[src/rtl/stb_pkg.sv]
package stb_pkg;
  typedef enum logic [1:0] {
    MODE_NORMAL  = 2'b00,
    MODE_SCAN    = 2'b01,
    MODE_PATTERN = 2'b10,
    MODE_SIGN    = 2'b11
  } stb_mode_e;
endpackage

[src/rtl/stb_feedback.sv]
module stb_feedback #(
  parameter int WIDTH = 3,
  parameter logic [WIDTH-1:0] TAPS = 3'b101
) (
  input  logic [WIDTH-1:0] state,
  output logic             fb
);
  logic [WIDTH-1:0] picked;

  for (genvar i = 0; i < WIDTH; i++) begin : g_tap
    if (TAPS[i]) begin : g_on
      assign picked[i] = state[i];
    end else begin : g_off
      assign picked[i] = 1'b0;
    end
  end

  assign fb = ^picked;
endmodule

[src/rtl/stb_next_state.sv]
module stb_next_state
  import stb_pkg::*;
#(
  parameter int WIDTH = 3
) (
  input  stb_mode_e        mode,
  input  logic [WIDTH-1:0] state,
  input  logic [WIDTH-1:0] din,
  input  logic             scan_in,
  input  logic             fb,
  output logic [WIDTH-1:0] nxt
);
  for (genvar i = 0; i < WIDTH; i++) begin : g_bit
    logic from_scan;
    logic from_lfsr;
    if (i == 0) begin : g_lsb
      assign from_scan = scan_in;
      assign from_lfsr = fb;
    end else begin : g_upper
      assign from_scan = state[i-1];
      assign from_lfsr = state[i-1];
    end

    always_comb begin
      unique case (mode)
        MODE_NORMAL:  nxt[i] = din[i];
        MODE_SCAN:    nxt[i] = from_scan;
        MODE_PATTERN: nxt[i] = from_lfsr;
        default:      nxt[i] = from_lfsr ^ din[i];
      endcase
    end
  end
endmodule

[src/rtl/stb_run_ctrl.sv]
module stb_run_ctrl #(
  parameter int WIDTH = 3,
  parameter int CNT_W = 8
) (
  input  logic             clk,
  input  logic             rst,
  input  logic             start,
  input  logic             compacting,
  input  logic [CNT_W-1:0] sig_cycles,
  input  logic [WIDTH-1:0] state,
  input  logic [WIDTH-1:0] sig_expect,
  output logic             done,
  output logic             pass
);
  logic             busy;
  logic [CNT_W-1:0] count;

  always_ff @(posedge clk) begin
    if (rst) begin
      busy  <= 1'b0;
      count <= '0;
      done  <= 1'b0;
      pass  <= 1'b0;
    end else if (start) begin
      busy  <= 1'b1;
      count <= compacting ? CNT_W'(1) : '0;
      done  <= 1'b0;
      pass  <= 1'b0;
    end else if (busy) begin
      if (count >= sig_cycles && count != '0) begin
        busy <= 1'b0;
        done <= 1'b1;
        pass <= (state == sig_expect);
      end else if (compacting) begin
        count <= count + CNT_W'(1);
      end
    end
  end

  // a pass flag only ever accompanies done
  p_pass_needs_done_r8: assert property (@(posedge clk) disable iff (rst)
    pass |-> done);

  // done only rises at the end of an armed run
  p_done_from_run_r7: assert property (@(posedge clk) disable iff (rst)
    $rose(done) |-> $past(busy));

  // done holds until a new start
  p_done_holds_r7: assert property (@(posedge clk) disable iff (rst)
    (done && !start) |=> done);
endmodule

[src/rtl/selftest_reg_bank.sv]
module selftest_reg_bank
  import stb_pkg::*;
#(
  parameter int WIDTH = 3,
  parameter logic [WIDTH-1:0] TAPS = 3'b101,
  parameter logic [WIDTH-1:0] SEED = '1,
  parameter int CNT_W = 8
) (
  input  logic             clk,
  input  logic             rst,
  input  logic [1:0]       mode,
  input  logic [WIDTH-1:0] din,
  input  logic             scan_in,
  input  logic             start,
  input  logic [CNT_W-1:0] sig_cycles,
  input  logic [WIDTH-1:0] sig_expect,
  output logic [WIDTH-1:0] q,
  output logic             scan_out,
  output logic             done,
  output logic             pass
);
  localparam int MSB = WIDTH - 1;

  stb_mode_e        mode_e;
  logic             fb;
  logic [WIDTH-1:0] nxt;

  assign mode_e = stb_mode_e'(mode);

  stb_feedback #(.WIDTH(WIDTH), .TAPS(TAPS)) u_fb (
    .state(q),
    .fb   (fb)
  );

  stb_next_state #(.WIDTH(WIDTH)) u_next (
    .mode   (mode_e),
    .state  (q),
    .din    (din),
    .scan_in(scan_in),
    .fb     (fb),
    .nxt    (nxt)
  );

  always_ff @(posedge clk) begin
    if (rst) q <= SEED;
    else     q <= nxt;
  end

  assign scan_out = q[MSB];

  stb_run_ctrl #(.WIDTH(WIDTH), .CNT_W(CNT_W)) u_ctrl (
    .clk       (clk),
    .rst       (rst),
    .start     (start),
    .compacting(mode_e == MODE_SIGN),
    .sig_cycles(sig_cycles),
    .state     (q),
    .sig_expect(sig_expect),
    .done      (done),
    .pass      (pass)
  );

  // reset seeds the bank
  p_reset_seed_r1: assert property (@(posedge clk)
    rst |=> (q == SEED));

  // normal mode captures the parallel input
  p_normal_load_r2: assert property (@(posedge clk) disable iff (rst)
    (mode == 2'b00) |=> (q == $past(din)));

  // scan mode takes the serial input into bit 0
  p_scan_entry_r3: assert property (@(posedge clk) disable iff (rst)
    (mode == 2'b01) |=> (q[0] == $past(scan_in)));

  // the generator never falls into the all-zero state
  p_no_lockup_r5: assert property (@(posedge clk) disable iff (rst)
    (mode == 2'b10 && q != '0) |=> (q != '0));
endmodule

[config.mk]
export PLATFORM = sky130hd
export DESIGN_NAME = selftest_reg_bank
export DESIGN_NICKNAME = d
export VERILOG_FILES = /design/src/rtl/stb_pkg.sv /design/src/rtl/stb_feedback.sv /design/src/rtl/stb_next_state.sv /design/src/rtl/stb_run_ctrl.sv /design/src/rtl/selftest_reg_bank.sv
export SDC_FILE = /design/constraint.sdc
export NUM_CORES = 1
export LEC_CHECK = 0
export BUFFER_PORTS_ARGS = -buffer_cell sky130_fd_sc_hd__buf_2
export CAP_MARGIN = 20
export CELL_PAD_IN_SITES_DETAIL_PLACEMENT = 1
export CELL_PAD_IN_SITES_GLOBAL_PLACEMENT = 1
export CORE_ASPECT_RATIO = 0.5
export CORE_MARGIN = 2
export CORE_UTILIZATION = 41
export CTS_CLUSTER_SIZE = 10
export DETAILED_ROUTE_END_ITERATION = 12
export PLACE_DENSITY_LB_ADDON = 0.1
export SYNTH_ARGS = -nofsm -noshare
export SYNTH_HDL_FRONTEND = slang
export SYNTH_SLANG_ARGS = --single-unit
[constraint.sdc]
create_clock -name clk -period 3.4 [get_ports clk]
set_input_delay 0.51 -clock clk [delete_from_list [all_inputs] [get_ports clk]]
set_output_delay 0.51 -clock clk [all_outputs]
set_load 0.03 [all_outputs]
== After elaboration in Yosys (flattened, before gate mapping) ==
Cells that the tools add are included.
W data, S select, Z words.

* Reductions and logical operators: 10
* $lt $le $gt $ge: 1
* Add/sub/neg operators: 1
* Bitwise operators: 3
* Eq/ne operators: 5
* Mux-type cells: 11

{| class="wikitable"
|+ Operator list
! cell !! count
|-
| $mux W8 || 4
|-
| $add A8 B1 Y8 const B || 1
|-
| $ge A8 B8 Y1 || 1
|-
| $reduce_bool A8 Y1 || 1
|-
| $eq A2 B2 Y1 const B || 2
|-
| $mux W1 || 4
|-
| $pmux W1 S2 || 2
|-
| $reduce_bool A2 Y1 || 2
|-
| $reduce_or A2 Y1 || 2
|-
| $eq A3 B3 Y1 || 1
|-
| $pmux W1 S3 || 1
|-
| $reduce_and A3 Y1 || 1
|-
| $reduce_xor A3 Y1 || 1
|-
| $xor A1 B1 Y1 || 3
|-
| $eq A2 B1 Y1 const B || 1
|-
| $logic_not A2 Y1 || 1
|-
| $ne A2 B2 Y1 const B || 1
|-
| $reduce_and A2 Y1 || 1
|-
| $logic_and A1 B1 Y1 || 1
|}

* Register bits: 14
* Word-level logic and storage cells: 36

== Depth between registers and ports, before layout ==
Gate-level depths: netlist of run 1.

* Depth in word-level cells: 5
* Gate-level depth with buffers: 8
* Mapped depth without buffers: 7

== Modules after synthesis ==
A second synthesis of run 1 with hierarchy kept.

* Cells, all modules: 131
* Area, all modules: 1142.3 um2

{| class="wikitable"
|+ By module, submodules not included
! module !! cells each !! times used !! area each (um2)
|-
| stb_run_ctrl || 102 || 1 || 890.9
|-
| stb_next_state || 20 || 1 || 150.1
|-
| selftest_reg_bank || 8 || 1 || 92.6
|-
| stb_feedback || 1 || 1 || 8.8
|}

== Least setup slack after synthesis of run 1 ==
No wires, ideal clock.

* Kind: input -> register
* Start point: input sig_cycles[1]
* End point: register u_ctrl.count[2]
* Buffers on the path: 1
* Setup time: 0.070 ns
* Data required time: 3.330 ns
* Data arrival time: 2.188 ns
* Stages: 8
* Path slack: 1.142 ns
* Cell sequence: inv_1 > ha_1 > nor2b_4 > o211a_1 > o311a_1 > buf_6 > or4_1 > a21boi_1

* Longest elaborated chain between the ends: 4

{| class="wikitable"
|+ Ends and longest elaborated chain
! element !! line !! text
|-
| start, declared || selftest_reg_bank.sv:15 || <nowiki>input logic [CNT_W-1:0] sig_cycles,</nowiki>
|-
| $ge A8 B8 Y1 || stb_run_ctrl.sv:30 || <nowiki>if (count >= sig_cycles && count != '0) begin</nowiki>
|-
| $logic_and A1 B1 Y1 || stb_run_ctrl.sv:30 ||
|-
| $ne A2 B2 Y1 (no source line) || - ||
|-
| $reduce_and A3 Y1 (no source line) || - ||
|-
| end signal, assigned || stb_run_ctrl.sv:26 || <nowiki>count <= compacting ? CNT_W'(1) : '0;</nowiki>
|-
| end signal, assigned || stb_run_ctrl.sv:35 || <nowiki>count <= count + CNT_W'(1);</nowiki>
|-
| end, declared || stb_run_ctrl.sv:16 || <nowiki>logic [CNT_W-1:0] count;</nowiki>
|}

Every way passes these cells.
A chain may end at the register's enable or synchronous reset.

== Worst setup path after layout of run 1 ==
* Start point: input sig_cycles[1]
* End point: register u_ctrl.done

* Longest elaborated chain between the ends: 3

{| class="wikitable"
|+ Ends and longest elaborated chain
! element !! line !! text
|-
| $ge A8 B8 Y1 || stb_run_ctrl.sv:30 ||
|-
| $logic_and A1 B1 Y1 || stb_run_ctrl.sv:30 ||
|-
| $reduce_and A2 Y1 (no source line) || - ||
|-
| end signal, assigned || stb_run_ctrl.sv:22 || <nowiki>done <= 1'b0;</nowiki>
|-
| end signal, assigned || stb_run_ctrl.sv:27 || <nowiki>done <= 1'b0;</nowiki>
|-
| end signal, assigned || stb_run_ctrl.sv:32 || <nowiki>done <= 1'b1;</nowiki>
|-
| end, declared || stb_run_ctrl.sv:12 || <nowiki>output logic done,</nowiki>
|}

Every way passes these cells.

==> results.txt, run 1 <==
After global routing, the most crowded layer is met2. The flow ran to the end, and the final reports show no timing, DRC or antenna violations. The final routed DRC violation total is 0. The final hold violation count came out at 0. The critical path data required time came out at approximately 3.5 ns. The mapped netlist covers 1080 µm². Once the clock tree was built, the setup fixing pass inserted 0 buffers. The static leakage is about 0.57 nW. Detailed placement ended at an HPWL of slightly below 2000 µm.

The final setup violation count is 0. The signal on the critical path passes through buf_2 -> inv_1 -> ha_1 -> nor2b_4 -> o211a_1 -> o311ai_0 -> a21oi_1 -> o21a_1. The number of design-rule violations left by the first detailed-router iteration came out at 35. After clock tree synthesis, the clock-pin slew on the worst setup and hold paths is roughly 0.060 ns.

The count of buffers from port buffering is 25. The die is 40.2 µm tall. Among cell families on the critical path, the largest total delay comes from compound AO/OA/AOI/OAI gates.

After synthesis, the mean cell area works out to about 8.5 µm². Setup repair after global routing left no endpoint under its margin. For this design the ratio of total power to cell area is 336 nW/µm². The total clock sinks came out at 14. The register area share after synthesis came out at 26.0%. The delay of the slowest cell on the worst path came out at 0.75 ns. The shortest period the worst path allows is 2.28 ns.

For hold timing, the worst endpoint is u_ctrl.done$_SDFFE_PP0P_. The wire length of the first global-routing pass came out at just over 4000 µm. The worst-case IR drop observed on VDD is approximately 0.15 mV.

The die boundary width came out at between 70 and 80 µm. The final worst slack came out at between 1 and 1.5 ns. The tightest min-delay check is of the reg -> reg type. The transition time of the tightest slew-check pin is approximately 0.86 ns. The routing usage on met3 came out at under 10%.

The number of max-slew violations in the final report is 0. The remaining number of nets flagged by the antenna check after routing came out at 0. The routed length per instance came out at roughly 13 µm. At the end of routability-driven placement, the weighted congestion stood at about 0.75. The max-cap check violation count is 0.

The row count came out at 13. The number of H-tree levels is 1. The number of cells produced by synthesis came out at 127. The number of buffers on the longest clock path is 2.

The source-to-sink clock delay at the later pin of the worst-skew pair is around 0.25 ns. The worst setup path is launched from an input port. The setup slack of the most critical reg-to-reg path is around 1.1 ns.

The layout overhead on the synthesized area came out at 17.4%. The CTS root buffer is sky130_fd_sc_hd__clkbuf_8. The met2 capacity usage during global routing came out at around a third.

Counting cells, the worst reg-to-reg path comes to 6. The number of distinct library cell variants in the gate-level netlist after synthesis came out at 34. The initial antenna violation count came out at 0.

The number of antenna diodes in the final layout is 0. The worst setup skew after layout came out at about 0.0034 ns. During I/O placement, the number of pins put on the boundary was 26. The nature of the critical path endpoint is a flop. The total of flip-flops plus latches after synthesis came out at 14.

The worst hold path begins at u_ctrl.done$_SDFFE_PP0P_. The number of gates given a new drive strength after cts came out at 0. The setup TNS came out at 0 ns.

The count of cells along the worst hold path is 1. The initial standard-cell utilization of the core is 42.5%. The number of iterations in the first detailed-routing pass is 4. The relative slew slack came out at about 42%.

The portion of the clock cycle consumed by the worst path in the final layout is 67.1%. The async set-or-reset flop fraction in the synthesized netlist is 0%. The global-route usage over all layers came out at approximately 18%.

The per-cell via count in the routed design came out at approximately 5.3. The post-placement worst setup slack came out at between 0.9 and 1 ns. The number of nets in the synthesized netlist came out at 161. The number of enable-type register cells in the synthesized netlist came out at 0. Detailed routing inserted a total of around 1000 vias. The capturing point of the worst reg2reg path is u_ctrl.done$_SDFFE_PP0P_. The number of global-route vias before repair came out at about 950. The pin count of the biggest net entering global routing came out at 12.

The largest individual stage delay along the critical path comes from the cell sky130_fd_sc_hd__o311ai_0. The region available for standard cell placement spans 2540 µm². The maximum clock rate is around 440 MHz. The sum of routed wire length over all layers came out at roughly 2500 µm. Summed over all layers, the global routing overflow is 0. The number of buffers inserted for hold repair after clock tree synthesis came out at 0.

The layout has ~330 filler cells. The setup path with the least slack is of type in -> reg. The met1 routing resource usage after global routing is about 21%. The total number of nets in the final design came out at approximately 190. TritonCTS built the clock tree. Cells with a size suffix above 1 make up 22.5% of the layout. The Yosys step of the flow raised 0 warnings. At the worst endpoint, the arrival time is 2.43 ns.

The number of buffers created by CTS is 3. The area of the die came out at 3080 µm². The launching point of the worst reg2reg path is u_ctrl.count[1]$_SDFFE_PP0P_. The number of buffer and inverter stages on the critical path is 2. In this run the worst path has a maximum fanout of 4. For this run, the leading register cell type out of synthesis is sky130_fd_sc_hd__dfxtp_1.
cells by family (layout without fill, tap and decap cells):
family | Yosys count | count (layout) | synth area share, %
xor+xnor | 7 | 7 | 5.69
flops | 14 | 14 | 26.0
simple gates | 44 | 44 | 22.5
buf+inv | 18 | 42 | 8.13
mux | 6 | 6 | 5.58
fa+ha+maj | 14 | 14 | 16.3
compound gates | 24 | 24 | 15.8
synthesized netlist by cell type, types with 4 or more instances:
cell type | instances | share of area, %
sky130_fd_sc_hd__xnor2_1 | 6 | 4.9
sky130_fd_sc_hd__nor3_1 | 4 | 1.9
sky130_fd_sc_hd__dfxtp_1 | 14 | 26
sky130_fd_sc_hd__mux2i_1 | 6 | 5.6
sky130_fd_sc_hd__a21oi_1 | 7 | 3.3
sky130_fd_sc_hd__inv_1 | 13 | 4.5
sky130_fd_sc_hd__nand2_1 | 13 | 4.5
sky130_fd_sc_hd__nand4_1 | 5 | 2.9
sky130_fd_sc_hd__ha_1 | 14 | 16
cells in the final DEF (no fill, tap or decap):
cell type	instances
sky130_fd_sc_hd__nand2_1	13
sky130_fd_sc_hd__nor4b_1	1
sky130_fd_sc_hd__or3_1	3
sky130_fd_sc_hd__and2_4	1
sky130_fd_sc_hd__mux2i_1	6
sky130_fd_sc_hd__o31ai_1	3
sky130_fd_sc_hd__xor2_1	1
sky130_fd_sc_hd__a31oi_1	2
sky130_fd_sc_hd__nor2_1	3
sky130_fd_sc_hd__nand4_1	5
sky130_fd_sc_hd__a21oi_1	7
sky130_fd_sc_hd__clkbuf_8	4
sky130_fd_sc_hd__inv_1	13
sky130_fd_sc_hd__dfxtp_1	14
sky130_fd_sc_hd__nand3_1	3
sky130_fd_sc_hd__or2_2	3
sky130_fd_sc_hd__nor3_1	4
sky130_fd_sc_hd__o211a_1	1
sky130_fd_sc_hd__o311ai_0	2
sky130_fd_sc_hd__nor4_1	2
sky130_fd_sc_hd__a222oi_1	1
sky130_fd_sc_hd__a221oi_1	2
sky130_fd_sc_hd__nor2b_1	2
sky130_fd_sc_hd__xnor2_1	6
sky130_fd_sc_hd__or4_1	3
sky130_fd_sc_hd__a21boi_1	3
sky130_fd_sc_hd__o311a_1	1
sky130_fd_sc_hd__buf_2	25
sky130_fd_sc_hd__o21ai_0	1
sky130_fd_sc_hd__o21a_1	1
sky130_fd_sc_hd__nor2b_4	1
sky130_fd_sc_hd__ha_1	14
through the flow:
step           total power, mW  hold WS, ns  util (%)  cells  cell area (µm²)
6_report                 0.425        0.477      49.9    188             1260
5_1_grt                  0.452        0.491      49.9    188             1260
4_1_cts                  0.432        0.483      49.9    188             1260
3_5_place_dp             0.267        0.466      47.7    184             1210
3_3_place_gp             0.265        0.455      47.7    184             1210
2_1_floorplan            0.239        0.468         -    127             1080
routing by layer:
layer	wire [µm]	up-vias
met4	0	0
li1	-	501
met5	0	-
met3	159	0
met2	1110	36
met1	1210	460
flip-flops by register name, indices dropped and copies added, names as in the netlist:
name,cells
u_ctrl.count,8
q,3
u_ctrl.busy,1
u_ctrl.done,1
u_ctrl.pass,1
area by class of cell:
class / count / area (µm²) / area share [%]
sequential: 14 / 280 / 22.2
clock buffer: 4 / 55.1 / 4.35
timing repair buffer: 25 / 125 / 9.89
inverter: 13 / 48.8 / 3.86
tap: 37 / 46.3 / 3.66
multi-input combinational: 95 / 709 / 56.1
report_power, final:
group	total, mW	leakage, nW	switching (mW)	internal (mW)
logic	0.0844	0.431	0.0449	0.0395
registers	0.178	0.114	0.00801	0.170
clock network	0.163	0.0288	0.0602	0.103
total	0.425	0.574	0.113	0.312
how the worst max path moves through the flow:
stage	startpoint	to	slack, ns	cells after the start
final	sig_cycles[1]	u_ctrl.done$_SDFFE_PP0P_	1.12	8
after global routing	u_ctrl.count[2]$_SDFFE_PP0P_	u_ctrl.done$_SDFFE_PP0P_	0.96	6
after CTS	u_ctrl.count[1]$_SDFFE_PP0P_	u_ctrl.done$_SDFFE_PP0P_	1.12	6
after detailed placement	sig_cycles[1]	u_ctrl.done$_SDFFE_PP0P_	0.91	8
after global placement	sig_cycles[1]	u_ctrl.done$_SDFFE_PP0P_	0.93	8
after floorplan	sig_cycles[1]	u_ctrl.count[2]$_SDFFE_PP0P_	1.14	8
No activity file was read; power rests on OpenSTA's default activity.
==> run 2, diff against run 1 <==
--- a/config.mk
+++ b/config.mk
@@ -5,13 +5,14 @@
 export SDC_FILE = /design/constraint.sdc
 export NUM_CORES = 1
 export LEC_CHECK = 0
+export ABC_AREA = 1
 export BUFFER_PORTS_ARGS = -buffer_cell sky130_fd_sc_hd__buf_2
 export CAP_MARGIN = 20
 export CELL_PAD_IN_SITES_DETAIL_PLACEMENT = 1
 export CELL_PAD_IN_SITES_GLOBAL_PLACEMENT = 1
 export CORE_ASPECT_RATIO = 0.5
 export CORE_MARGIN = 2
-export CORE_UTILIZATION = 41
+export CORE_UTILIZATION = 37
 export CTS_CLUSTER_SIZE = 10
 export DETAILED_ROUTE_END_ITERATION = 12
 export PLACE_DENSITY_LB_ADDON = 0.1
==> constraint.sdc (replaced) <==
create_clock -name clk -period 2.14 [get_ports clk]
set_input_delay 0.321 -clock clk [delete_from_list [all_inputs] [get_ports clk]]
set_output_delay 0.321 -clock clk [all_outputs]
set_load 0.03 [all_outputs]
==> run 2 against run 1 <==
Sequential power grew 63%. Routed wire length increased by 13%. Non-clock buffer count is the same. Critical path depth is 3 higher. Worst setup slack lost 0.68 ns. First-iteration DRC count decreased by 23%. Critical endpoint is now u_ctrl.count[1]$_SDFFE_PP0P_. Largest cell class unchanged. Die area up 19%. Cell count rose by 27%. Sequential share of layout area shrank 1.8 points.
==> results.txt, run 2 <==
The run finished with clean final reports. The register name with the most flops is u_ctrl.count. The internal cell power came to 0.460 mW (+47%). The global-route usage over all layers is 17.1% (-0.45 points). The number of buffers inserted for hold repair after clock tree synthesis came out at 0 (unchanged). The async set-or-reset flop fraction in the synthesized netlist was 0% (unchanged). The number of top-level pins is 26 (unchanged). The maximum fanout along the worst path came out at 9 (+5). The routed length per instance is 11.7 µm (-11%). The source-to-sink clock delay at the later pin of the worst-skew pair is 0.24 ns (about the same). The leading register cell type out of synthesis is sky130_fd_sc_hd__dfxtp_1. The total of flip-flops plus latches after synthesis is 14 (unchanged). The clock-pin slew on the worst setup and hold paths is 0.06 ns (about the same). The initial antenna violation count is 0 (unchanged). The count of buffers from port buffering is 25 (unchanged). The path depth of the worst reg2reg path is 11 (+5).

The final routed DRC violation total came out at 0 (unchanged). The wire length of the first global-routing pass is 4940 µm (+19%). The root buffer cell chosen for the clock tree is sky130_fd_sc_hd__clkbuf_8. The count of cells along the worst hold path came out at 2 (+1). The total number of nets in the final design is 235 (+26%). The antenna diode instance count came to 0 (unchanged). The area of the die is 3650 µm² (+19%). The sum of routed wire length over all layers is 2800 µm (+13%). The setup slack of the most critical reg-to-reg path came to 0.43 ns (-0.68 ns). Sorting the synthesized cells by area gives the leading types as sky130_fd_sc_hd__dfxtp_1 24%, sky130_fd_sc_hd__ha_1 15%, sky130_fd_sc_hd__nand2_1 12%.

Counting instances in the post-synthesis netlist gives the leading cell types as 37 x sky130_fd_sc_hd__nand2_1, 32 x sky130_fd_sc_hd__inv_1, 19 x sky130_fd_sc_hd__nor2_1, 14 x sky130_fd_sc_hd__dfxtp_1, 14 x sky130_fd_sc_hd__ha_1. The per-cell via count in the routed design is 4.79 (-9.7%). In this run the most critical hold path is launched from rst. The number of H-tree levels came out at 1 (unchanged). The remaining number of nets flagged by the antenna check after routing came to 0 (unchanged). The share of final-layout standard cells stronger than drive strength 1 is 21.1% (-1.4 points). The number of buffers created by CTS was 3 (unchanged).

The placeable core region came to 3010 µm² (+19%). The largest registers in the layout are u_ctrl.count x8, q x3. The detailed placement HPWL was 2370 µm (+20%).

The first element of the critical path is u_ctrl.count[2]$_SDFFE_PP0P_. The post-placement worst setup slack is 0.435 ns (-0.477 ns). The total number of vias is 1144 (+15%).

The y dimension of the die came to 43.7 µm (+8.7%). The number of flip-flops under the largest register name is 8 (unchanged). TritonCTS built the clock tree. The worst setup path is launched from a flop.

The critical path is of the reg -> reg type. The final weighted congestion in routability-driven placement is 0.800 (+7.3%). The initial standard-cell utilization of the core is 38.8% (-3.7 points). The post-route non-filler standard cell count came out at 239 (+27%). The number of enable-type register cells in the synthesized netlist is 0 (unchanged). The number of cells produced by synthesis came out at 172 (+35%). The transition time of the tightest slew-check pin is 0.351 ns (-0.508 ns). The portion of total power attributed to the clock network is 32.1% (-6.2 points).

The number of global-route vias before repair is 1180 (+25%). The number of cells in the design after placement came to 236 (+28%). The switching portion of total power was 30.7% (+4.1 points).

The number of synthesis warnings is 0 (unchanged). The register area share after synthesis was 24.0% (-2.0 points). The post-layout total power came out at 0.664 mW (+56%).

The maximum vdd drop is 0.196 mV (+33%). The worst hold endpoint is u_ctrl.busy$_SDFF_PP0_. The worst setup skew after layout came out at 0.00144 ns (-0.00197 ns). The maximum clock rate came out at approximately 600 MHz. The relative slew slack is 76.4% (+34 points). The total clock sinks is 14 (unchanged). In this run the worst hold path is classified as in -> reg. The number of design-rule violations left by the first detailed-router iteration is 27 (-23%). Compared with the post-synthesis result, the final layout area differs by 17.9%. The most common cell in the synthesized netlist is sky130_fd_sc_hd__nand2_1. The final hold slack came out at 0.270 ns (-0.207 ns). The static leakage came out at 0.740 nW (+29%). The number of iterations in the first detailed-routing pass is 7 (+3). The portion of synthesized cell area occupied by the leading cell type was 24.0% (-2.0 points). The data arrival time of the critical path came out at 1.84 ns (-0.59 ns). The biggest area contributor in the post-synthesis netlist is sky130_fd_sc_hd__dfxtp_1.

The final core area utilization is 45.7% (-4.1 points). The power spent charging and discharging nets was 0.204 mW (+80%). The netlist area before placement is 1170 µm² (+8.5%). The nature of the critical path endpoint is a flop. The final worst slack is 0.434 ns (-0.684 ns). In this run the critical register-to-register path is launched from u_ctrl.count[2]$_SDFFE_PP0P_. The top cell types in the final layout, fill and taps aside, are 37 x sky130_fd_sc_hd__nand2_1, 32 x sky130_fd_sc_hd__inv_1, 25 x sky130_fd_sc_hd__buf_2. The number of max-slew violations in the final report came to 0 (unchanged).

The worst register-to-register path ends at u_ctrl.count[1]$_SDFFE_PP0P_. The cell area after placement is 1340 µm² (+10%). The final hold violation count was 0 (unchanged). Setup repair after global routing left no endpoint under its margin. The number of nets in the synthesized netlist is 206 (+28%).

The final setup violation count came out at 0 (unchanged). The number of distinct library cell variants in the gate-level netlist after synthesis came out at 30 (-12%). The number of post-CTS setup repair buffers came out at 0 (unchanged). The sequential fraction of design power is 43.6% (+1.7 points).

The final critical path takes up ~80% of the cycle. The proportion of power drawn by combinational gates is 24.3% (+4.4 points). The setup TNS came out at 0 ns (unchanged). The shortest period the worst path allows is around 1.7 ns.

The pin count of the biggest net entering global routing is 10 (-2). The total power divided by cell area came to 482 nW/µm² (+43%). The library cell used most frequently in the layout, excluding fill and tap cells, is sky130_fd_sc_hd__nand2_1. The die boundary width is 83.5 µm (+9.1%). The number of buffers on the longest clock path came out at 2 (unchanged).

The mean instance size in the synthesized netlist is 6.79 µm² (-20%). The max-cap check violation count was 0 (unchanged). The post-route cell area is 1380 µm² (+8.9%). The number of gates given a new drive strength after cts is 0 (unchanged). The critical path data required time is 2.27 ns (-1.27 ns). The row count is 14 (+1). The remaining global-route overflow came out at 0 (unchanged).
-- run 2: cell type report --
| type | instances | area, µm² |
|---|---|---|
| repair buffers | 25 | 125 |
| clock buffers | 3 | 41.3 |
| fillers | 421 | 1640 |
| well taps | 40 | 50.0 |
| multi-input cells | 122 | 749 |
| flip-flops and latches | 14 | 280 |
| inverters | 35 | 131 |
-- run 2: power by group through the flow --
stage | logic (mW) | clock network, mW | registers, mW
5_1_grt | 0.188 | 0.226 | 0.291
4_1_cts | 0.164 | 0.217 | 0.289
2_1_floorplan | 0.102 | 0 | 0.303
6_report | 0.161 | 0.213 | 0.290
3_5_place_dp | 0.164 | 0 | 0.295
3_3_place_gp | 0.158 | 0 | 0.294
-- run 2: worst max-delay path: stages, from the launching register on --
cell and delay (ns):
sky130_fd_sc_hd__dfxtp_1 0.46, sky130_fd_sc_hd__ha_1 0.28, sky130_fd_sc_hd__nand2_1 0.09, sky130_fd_sc_hd__nor2_1 0.05, sky130_fd_sc_hd__nor2_1 0.08, sky130_fd_sc_hd__nand2_1 0.05
sky130_fd_sc_hd__nand2_1 0.07, sky130_fd_sc_hd__nand2_2 0.07, sky130_fd_sc_hd__nand2_4 0.14, sky130_fd_sc_hd__nand2_4 0.08, sky130_fd_sc_hd__o21ai_1 0.15, sky130_fd_sc_hd__nor2_1 0.06
-- run 2: worst max-delay path by stage --
| stage | slack [ns] | end |
|---|---|---|
| 6_report | 0.43 | u_ctrl.count[1]$_SDFFE_PP0P_ |
| 5_1_grt | 0.29 | u_ctrl.count[1]$_SDFFE_PP0P_ |
| 4_1_cts | 0.43 | u_ctrl.count[1]$_SDFFE_PP0P_ |
| 3_5_place_dp | 0.43 | u_ctrl.count[1]$_SDFFE_PP0P_ |
| 3_3_place_gp | 0.52 | u_ctrl.count[3]$_SDFFE_PP0P_ |
| 2_1_floorplan | 0.67 | u_ctrl.count[6]$_SDFFE_PP0P_ |
-- run 2: logic make-up (layout without fill, tap and decap cells) --
family | Yosys count | count (layout) | share of synthesized area [%]
compound gates | 20 | 20 | 9.74
simple gates | 82 | 82 | 34.9
fa+ha+maj | 14 | 14 | 15.0
xor+xnor | 6 | 6 | 4.50
flops | 14 | 14 | 24.0
buf+inv | 36 | 63 | 11.9
-- run 2: routing by layer --
layer	global-route usage, %	part of all wire (%)	up-vias
li1	-	-	589
met3	1.52	4.5	3
met2	31.0	45	28
met5	0	0	-
met4	5.48	0.68	0
met1	22.2	50	524
==> run 3, diff against run 2 <==
--- a/config.mk
+++ b/config.mk
@@ -5,14 +5,14 @@
 export SDC_FILE = /design/constraint.sdc
 export NUM_CORES = 1
 export LEC_CHECK = 0
-export ABC_AREA = 1
+export ABC_AREA = 0
 export BUFFER_PORTS_ARGS = -buffer_cell sky130_fd_sc_hd__buf_2
 export CAP_MARGIN = 20
 export CELL_PAD_IN_SITES_DETAIL_PLACEMENT = 1
 export CELL_PAD_IN_SITES_GLOBAL_PLACEMENT = 1
 export CORE_ASPECT_RATIO = 0.5
 export CORE_MARGIN = 2
-export CORE_UTILIZATION = 37
+export CORE_UTILIZATION = 38
 export CTS_CLUSTER_SIZE = 10
 export DETAILED_ROUTE_END_ITERATION = 12
 export PLACE_DENSITY_LB_ADDON = 0.1
==> constraint.sdc (replaced) <==
create_clock -name clk -period 1.6 [get_ports clk]
set_input_delay 0.24 -clock clk [delete_from_list [all_inputs] [get_ports clk]]
set_output_delay 0.24 -clock clk [all_outputs]
set_load 0.03 [all_outputs]
==> run 3 against run 2 <==
The run now ends with negative setup slack left. Power up 46%. Clock skew down 0.00062 ns. Combinational power up 53%. Die area down 9.5%. Sequential power up 30%. First-iteration DRC count up 44%. Cell count down 10%. Critical path type unchanged. Critical endpoint is now u_ctrl.count[5]$_SDFFE_PP0P_.
==> results.txt, run 3 (synthesis gave the netlist of run 1 again) <==
The number of H-tree levels came to 1 (unchanged). The final weighted congestion in routability-driven placement is 0.814 (+1.8%). The number of buffers inserted for hold repair after clock tree synthesis came to 0 (unchanged).

The clock-pin slew on the worst setup and hold paths was 0.06 ns (about the same). The tightest min-delay check is of the in -> reg type. The relative slew slack came out at 74.2% (-2.3 points). Leaving out fill and tap cells, the most frequent cell in the layout is sky130_fd_sc_hd__buf_2.

The proportion of power drawn by combinational gates came out at 25.4% (+1.1 points). The count of buffers from port buffering is 25 (unchanged). The switching portion of total power came out at 28.1% (-2.6 points). The row count was 13 (-1).

The maximum vdd drop is 0.328 mV (+68%). The power spent charging and discharging nets is 0.273 mW (+34%). The routing usage on met3 is 4.78% (+3.3 points). TritonCTS built the clock tree. The global routing stage identified its most utilized layer as met2.

STA classifies the critical path endpoint as a flop. The worst setup skew after layout is 0.000825 ns (-0.000616 ns). The register name with the most flops is u_ctrl.count. The data arrival time of the critical path came to 2.25 ns (+0.41 ns).

The portion of the clock cycle consumed by the worst path in the final layout is 129% (+49 points). Setup repair after global routing could not meet its margin everywhere. The detailed placement HPWL came out at 2220 µm (-6.2%). The number of cells in the design after placement was 206 (-13%).

The number of iterations in the first detailed-routing pass came to 4 (-3). The worst setup path is of the reg -> reg kind. The initial antenna violation count is 0 (unchanged). The final worst slack is -0.463 ns (-0.896 ns). The fill cell instance count of the final layout came to 309 (-27%). The remaining number of nets flagged by the antenna check after routing is 0 (unchanged). The pin count of the biggest net entering global routing came out at 12 (+2). The number of flip-flops under the largest register name was 8 (unchanged). The final setup violation count came out at 11 (+11). The wire length of the first global-routing pass is 5000 µm (+1.3%). The total number of vias came out at 1169 (+2.2%). The internal cell power is 0.698 mW (+52%). The post-route cell area is 1660 µm² (+21%).

The routed length per instance is 17.5 µm (+49%). The transition time of the tightest slew-check pin is 0.386 ns (+0.0349 ns). The die boundary width came out at 79.3 µm (-5.0%). The area of the die came to 3300 µm² (-9.5%). The number of global-route vias before repair was 1109 (-6.0%). The run finished, with violations left. The per-cell via count in the routed design came out at 5.44 (+14%).

The global-route usage over all layers came out at 19.3% (+2.3 points). The maximum clock rate came out at 485 MHz (-17%). The shortest period the worst path allows is 2.06 ns (+0.356 ns). The total clock sinks was 14 (unchanged). The number of top-level pins was 26 (unchanged). The max-cap check violation count is 0 (unchanged).

The number of buffers on the longest clock path is 2 (unchanged). The antenna diode instance count came out at 0 (unchanged). The post-route non-filler standard cell count is 215 (-10%). The initial standard-cell utilization of the core is 40.6% (+1.8 points). The met2 capacity usage during global routing was 32.4% (+1.4 points).

The critical path data required time is 1.78 ns (-0.49 ns). The number of buffers created by CTS came out at 3 (unchanged). The largest registers in the layout are u_ctrl.count x8, q x3. The remaining global-route overflow came out at 0 (unchanged). The sequential fraction of design power came out at 38.8% (-4.8 points). The number of design-rule violations left by the first detailed-router iteration came out at 39 (+44%). The static leakage came out at 0.739 nW (-0.21%). The final hold slack is 0.249 ns (-0.0215 ns). The total number of nets in the final design came out at 213 (-9.4%). The final hold violation count came to 0 (unchanged). The sum of routed wire length over all layers is 3760 µm (+34%). CTS placed an instance of sky130_fd_sc_hd__clkbuf_8 at the clock tree root. The placeable core region came out at 2650 µm² (-12%). The portion of total power attributed to the clock network came to 35.9% (+3.8 points). The checks that failed: negative setup slack. The y dimension of the die is 41.7 µm (-4.8%). The share of final-layout standard cells stronger than drive strength 1 came out at 47.8% (+27 points). The total power divided by cell area came out at 585 nW/µm² (+21%). The met1 routing resource usage after global routing is 25.2% (+3.0 points). The library cells used most frequently in the layout, excluding fill and tap cells, are 25 x sky130_fd_sc_hd__buf_2, 23 x sky130_fd_sc_hd__buf_4, 12 x sky130_fd_sc_hd__inv_1, 12 x sky130_fd_sc_hd__nand2_1, 11 x sky130_fd_sc_hd__ha_1. The final routed DRC violation total is 0 (unchanged). The kind of launch point of the worst setup path is a flop. The maximum fanout along the worst path came out at 5 (-4). The number of max-slew violations in the final report came out at 0 (unchanged). The source-to-sink clock delay at the later pin of the worst-skew pair came out at 0.25 ns (about the same). The layout overhead on the synthesized area came out at 54.2%.

The cell area after placement is 1390 µm² (+4.1%).
-- run 3: final timing paths --
path / startpoint / to / cells past startpoint / slack [ns]
worst min-delay path: rst / u_ctrl.busy$_SDFF_PP0_ / 2 / 0.25
worst max register to register: u_ctrl.count[1]$_SDFFE_PP0P_ / u_ctrl.count[5]$_SDFFE_PP0P_ / 6 / -0.46
worst max-delay path: u_ctrl.count[1]$_SDFFE_PP0P_ / u_ctrl.count[5]$_SDFFE_PP0P_ / 6 / -0.46
worst min register to register: u_ctrl.done$_SDFFE_PP0P_ / u_ctrl.done$_SDFFE_PP0P_ / 1 / 0.47
-- run 3: final cells by class --
cell class                      instances  area, µm²  area share (%)
Clock buffer                            4       55.1            3.31
Sequential cell                        14        288            17.3
Inverter                               13       51.3            3.09
Multi-Input combinational cell         96        890            53.5
Timing Repair Buffer                   51        332            20.0
Tap cell                               37       46.3            2.79
-- run 3: power groups by stage --
stage	Combinational (mW)	Clock (mW)	Sequential (mW)
global route	0.270	0.378	0.379
finish	0.246	0.348	0.377
CTS	0.207	0.359	0.378
floorplan	0.109	0	0.401
global placement	0.197	0	0.384
detailed placement	0.203	0	0.384
-- run 3: metal layers --
layer,share of wire [%],wire length (µm)
met4,1.9,72
met1,46,1740
met5,0,0
met2,48,1800
met3,3.9,146
-- run 3: worst max-delay path: stages (launching register included) --
cell	delay, ns
sky130_fd_sc_hd__dfxtp_4	0.36
sky130_fd_sc_hd__ha_4	0.23
sky130_fd_sc_hd__nor2b_4	0.12
sky130_fd_sc_hd__o211a_4	0.25
sky130_fd_sc_hd__o311a_4	0.40
sky130_fd_sc_hd__or4_4	0.50
sky130_fd_sc_hd__a21boi_2	0.15
-- run 3: repair_timing --
item / in CTS / in global routing
gates cloned: 0 / 1
resized for setup: 5 / 26
endpoints found under the setup margin: 11 / 11
buffers inserted: 2 / 2
pin swaps: 0 / 7
-- run 3: per-stage QoR --
stage	TNS (ns)	power [mW]	util (%)	worst slack [ns]
2_1_floorplan	-2.74	0.510	-	-0.331
3_3_place_gp	-3.65	0.581	52.5	-0.418
3_5_place_dp	-3.93	0.587	52.5	-0.499
4_1_cts	-3.23	0.944	56.5	-0.391
5_1_grt	-4.59	1.03	62.7	-0.504
6_report	-3.88	0.972	62.7	-0.463
